**src/rtl/scaler_sync_gen.sv**
```systemverilog
module scaler_sync_gen #(
  parameter int CW = 11,
  parameter int WW = 3
) (
  input  logic          clk,
  input  logic          rst_n,
  input  logic [CW-1:0] pix_cnt,
  input  logic [CW-1:0] line_len,
  input  logic          vsync_lvl,
  input  logic [WW-1:0] hs_width,
  input  logic          hs_pol,
  input  logic          vs_pol,
  input  logic          wide_mode,
  input  logic          yuv_mode,
  output logic          hsout,
  output logic          vsout
);
  localparam int SW = CW + 1;
  localparam logic [CW-1:0] VS_PIX = CW'(7);

  logic [WW-1:0] w_live, w_q, w_use;
  logic          hpol_q, vpol_q, hpol_use;
  logic          hs_act, vs_act, hs_hit;
  logic          line_start, vs_pt;

  assign line_start = (pix_cnt == '0);
  assign vs_pt      = (pix_cnt == VS_PIX);

  always_comb begin
    if (wide_mode)
      w_live = {hs_width[WW-1:1], 1'b0};
    else if (yuv_mode && hs_width != '0)
      w_live = hs_width | WW'(1);
    else
      w_live = hs_width;
  end

  assign w_use    = line_start ? w_live : w_q;
  assign hpol_use = line_start ? hs_pol : hpol_q;
  assign hs_hit   = (w_use != '0) &&
                    (({1'b0, pix_cnt} + SW'(w_use)) >= {1'b0, line_len});

  always_ff @(posedge clk) begin
    if (!rst_n) begin
      w_q    <= w_live;
      hpol_q <= hs_pol;
      vpol_q <= vs_pol;
      hs_act <= 1'b0;
      vs_act <= 1'b0;
    end else begin
      w_q    <= w_use;
      hpol_q <= hpol_use;
      hs_act <= hs_hit;
      if (vs_pt) begin
        vs_act <= vsync_lvl;
        vpol_q <= vs_pol;
      end
    end
  end

  assign hsout = hs_act ~^ hpol_q;
  assign vsout = vs_act ~^ vpol_q;

  // pixel 0 always ends the pulse
  p_trail_r1: assert property (@(posedge clk) disable iff (!rst_n)
    line_start |=> (hsout == !hpol_q));

  // a zero effective width never asserts the output
  p_zero_width_r2: assert property (@(posedge clk) disable iff (!rst_n)
    (!line_start && w_q == '0) |=> (hsout == !hpol_q));

  // wide format always latches an even width
  p_wide_even_r5: assert property (@(posedge clk) disable iff (!rst_n)
    (line_start && wide_mode) |=> !w_q[0]);

  // the vertical output moves only after pixel 7
  p_vs_hold_r7: assert property (@(posedge clk) disable iff (!rst_n)
    !vs_pt |=> $stable(vsout));

  // the vertical output takes the sampled level in the chosen polarity
  p_vs_sample_r8: assert property (@(posedge clk) disable iff (!rst_n)
    vs_pt |=> (vsout == ($past(vsync_lvl) ~^ $past(vs_pol))));

  // the latched horizontal configuration holds through the line
  p_cfg_hold_r10: assert property (@(posedge clk) disable iff (!rst_n)
    !line_start |=> ($stable(w_q) && $stable(hpol_q)));
endmodule

```
**config.mk**
```make
export PLATFORM = sky130hd
export DESIGN_NAME = scaler_sync_gen
export DESIGN_NICKNAME = d
export VERILOG_FILES = /design/src/rtl/scaler_sync_gen.sv
export SDC_FILE = /design/constraint.sdc
export NUM_CORES = 1
export LEC_CHECK = 0
export BUFFER_PORTS_ARGS = -buffer_cell sky130_fd_sc_hd__buf_2
export CAP_MARGIN = 10
export CORE_ASPECT_RATIO = 0.9
export CORE_MARGIN = 3
export CORE_UTILIZATION = 44
export CTS_CLUSTER_DIAMETER = 120
export DETAILED_ROUTE_END_ITERATION = 8
export PLACE_DENSITY = 0.75
export SLEW_MARGIN = 5
export SYNTH_ARGS = -nofsm -noshare
export SYNTH_HDL_FRONTEND = slang
export SYNTH_SLANG_ARGS = --single-unit
```
**constraint.sdc**
```tcl
create_clock -name clk -period 2.4 [get_ports clk]
set_input_delay 0 -clock clk [delete_from_list [all_inputs] [get_ports clk]]
set_output_delay 0 -clock clk [all_outputs]
set_load 0.1 [all_outputs]
```
==> flow_summary_export.csv <==
group,metric,value,unit
synthesis,yosysTopAreaCell,"ha_1",
synthesis,syn_area_per_cell,8.928,sq um
clock_tree,clkSlewWorstSetupHoldPaths,50,ps
clock_tree,cts_num_sinks,7,
clock_tree,cts_made_buffers,3,
clock_tree,clk_latency,250,ps
synthesis,synth_area,919.6,sq um
timing,worst_pin_slew,482.2,ps
timing,rsz0062_at_grt,"yes",
timing,fmax,363.8,MHz
detailed_routing,met3_length,119,um
timing,period_share,114.5,%
final_layout,drive_above_1_share,47.85,%
clock_tree,root_buffer,"clkbuf_4",
setup_path,path_class,"input pin to register",
synthesis,synth.most_common_cell,"inv_1",
detailed_routing,top_layer_used,"met4",
synthesis,ys.flop_type,"dfxtp_1",
final_layout,final_util,72.12,%
pwr,p_leak,0.7181,nW
synthesis,synth_top_area_share,20.41,%
detailed_routing,routed_via_density,4.973,
synthesis,syn_nets,151,
global_routing,grt.total_usage,18.98,%
detailed_routing,drtPass1Iterations,4,
timing,skew,4.800,ps
setup_path,crit_path_end_kind,"register",
detailed_routing,vias,935,
setup_path,cp.required,2580,ps
placed_design,place_hpwl,1.950,mm
setup_path,worst-path-buf-inv,1,
run_status,status,"finished with violations",
final_layout,area_growth,53.06,%
synthesis,synth_area_leaders,"ha_1 20%, dfxtp_1 11%, xnor2_1 8.6%",
global_routing,grt_remaining_overflow,0,
detailed_routing,drc_errors,0,
die,placementRows,15,
die,design.die.area,2675,sq um
synthesis,yosysWarnings,0,
die,coreArea,1952,sq um
timing,worst_slack,-348.5,ps
global_routing,antenna_found_initial,0,
detailed_routing,wl_met2,1.305,mm
hold_path,hp-class,"input pin to register",
placed_design,place_congestion,0.8483,
global_routing,grt_pass1_wl,3.857,mm
pwr,max-vdd-ir-drop,0.2633,mV
final_layout,antenna_cells,0,
global_routing,grt_max_degree,7,
timing,fin_tns_setup,-348.5,ps
timing,slew_viol_final,0,
timing,setup-violations-final,1,
setup_path,arrival,2930,ps
timing,finalHoldViolCount,0,
detailed_routing,m1WireLength,968,um
clock_tree,cts_max_level,1,
job,timing.max_cap.violations,0,
pwr,p_per_area,390.7,nW/um^2
detailed_routing,ant_nets,0,
die,initial_core_util,47.12,%
pwr,power,0.5500,mW
setup_path,cp_top_family,"simple AND/OR/NAND/NOR gates",
synthesis,synth-edff-count,2,
placed_design,place.port_buffers,33,
run_status,failed_checks,"setup timing",
die,die_w,54.19,um
setup_path,cpMaxStageDelayCell,"nor4_4",
detailed_routing,wl,2.437,mm
synthesis,ys_ff_latch,7,
synthesis,yosysSeqAreaShare,17.41,%
final_layout,layoutNonFillerInstCount,188,
die,io_pins,34,
detailed_routing,drt_iter0_markers,9,
synthesis,synth_cell_types,32,
timing,maxSlewHeadroom,68.07,%
setup_path,rrSetupSlack,-240,ps
detailed_routing,routedWlPerCell,12.96,um
setup_path,cpMostUsedCell,"ha_1",
setup_path,crit_chain,"buf_2, nor4_4, nand3_4, mux2_2, ha_1, and3_4, a211oi_4, nand2b_4, xnor2_1, ha_1, nand2_2, a2111oi_4, o21ai_1, a31oi_1",
synthesis,synth_cells,103,
clock_tree,clock_path_buffers,2,
placed_design,dp_cells,182,
die,die_y,49.37,um
setup_path,crit_path_start_kind,"input pin",
setup_path,cpPeakStageDelay,370,ps
synthesis,yosys-top-cells-count,"17 x inv_1, 15 x ha_1, 9 x xnor2_1, 6 x nand2_1",
synthesis,synthArstFlopShare,0,%
clock_tree,cts_tree,"yes",
final_layout,finish.net_count,212,
global_routing,grt_pass1_vias,999,
timing,fin_crit,2749,ps
placed_design,place_ws,-613.4,ps
setup_path,cp_max_fo,5,
-- per-layer routing --
| metal | GRT usage [%] | vias to the layer above |
|---|---|---|
| li1 | - | 477 |
| met4 | 8.299 | 0 |
| met2 | 34.26 | 30 |
| met1 | 21.03 | 421 |
| met5 | 0 | - |
| met3 | 2.446 | 7 |
-- power by group --
| group | total (mW) | internal, mW | switching [mW] |
|---|---|---|---|
| clock | 0.108 | 0.0635 | 0.0444 |
| sequential | 0.138 | 0.132 | 0.00626 |
| combinational | 0.304 | 0.145 | 0.158 |
| total | 0.550 | 0.341 | 0.209 |
-- worst register-to-register path, delay by kind of cell, from the launching register on --
family	cells	cell delay [ps]
flip-flops	1	320
XOR/XNOR	1	70
multiplexers	1	290
adder cells (fa/ha/maj)	2	610
AND/OR/NAND/NOR	3	450
AO/OA/AOI/OAI	4	840
-- kinds of logic after synthesis --
logic type / Yosys count / share of synthesized area, %
AOI/OAI and AO/OA: 15 / 10.61
xor gates and xnor gates: 11 / 10.48
adders and majority gates: 16 / 22.59
buffers and inverters: 19 / 7.755
DFF: 7 / 17.42
muxes: 7 / 9.252
and+or+nand+nor: 28 / 21.90
-- cell type report --
class                      count  area, sq um
timing repair buffer          56        342.8
fill                         165        544.3
sequential                     7        160.2
clock buffer                   4        26.28
multi-input combinational     77        775.7
inverter                      19        71.32
tap                           25        31.28
-- per-stage QoR --
step	area, sq um	hold WS [ps]
2_1_floorplan	919.6	98.87
3_3_place_gp	1274	180.5
3_5_place_dp	1274	185.8
4_1_cts	1331	19.64
5_1_grt	1408	60.55
6_report	1408	11.17
-- cells in the final DEF (no fill, tap or decap), types with 2 or more instances in the layout --
cell type       n
o21ai_0         3
xnor2_1         9
dfxtp_1         5
dlygate4sd3_1   2
a2111oi_4       2
nor4_4          2
and4_1          2
a21oi_1         4
ha_1           12
edfxtp_1        2
nor3_1          2
ha_2            2
clkbuf_4        3
nand3_1         3
nand4_1         2
xor2_1          2
nand2_1         5
o21ai_1         2
mux2_4          4
buf_2          33
inv_2           2
buf_4          21
and3_1          2
nor2b_1         2
inv_1          17
-- state kept, by name, indices dropped and copies added (netlist names) --
signal / count
vs_act: 1
vpol_q: 1
hs_act: 1
hpol_q: 1
w_q: 3
-- path summary, 6_finish.rpt --
check / startpoint / endpoint / depth (start not counted)
max: pix_cnt[7] / hs_act / 14
min: vsync_lvl / vs_act / 3
max reg2reg: w_q[1] / hs_act / 11
min reg2reg: w_q[2] / w_q[2] / 1
-- repair_timing --
item	4_1_cts	5_1_grt
hold endpoints to repair	2	0
endpoints found under the setup margin	1	1
resized for setup	6	12
pin swaps	3	9
hold buffers	2	0
setup buffers	0	0
(Power assumes the default switching activity.)
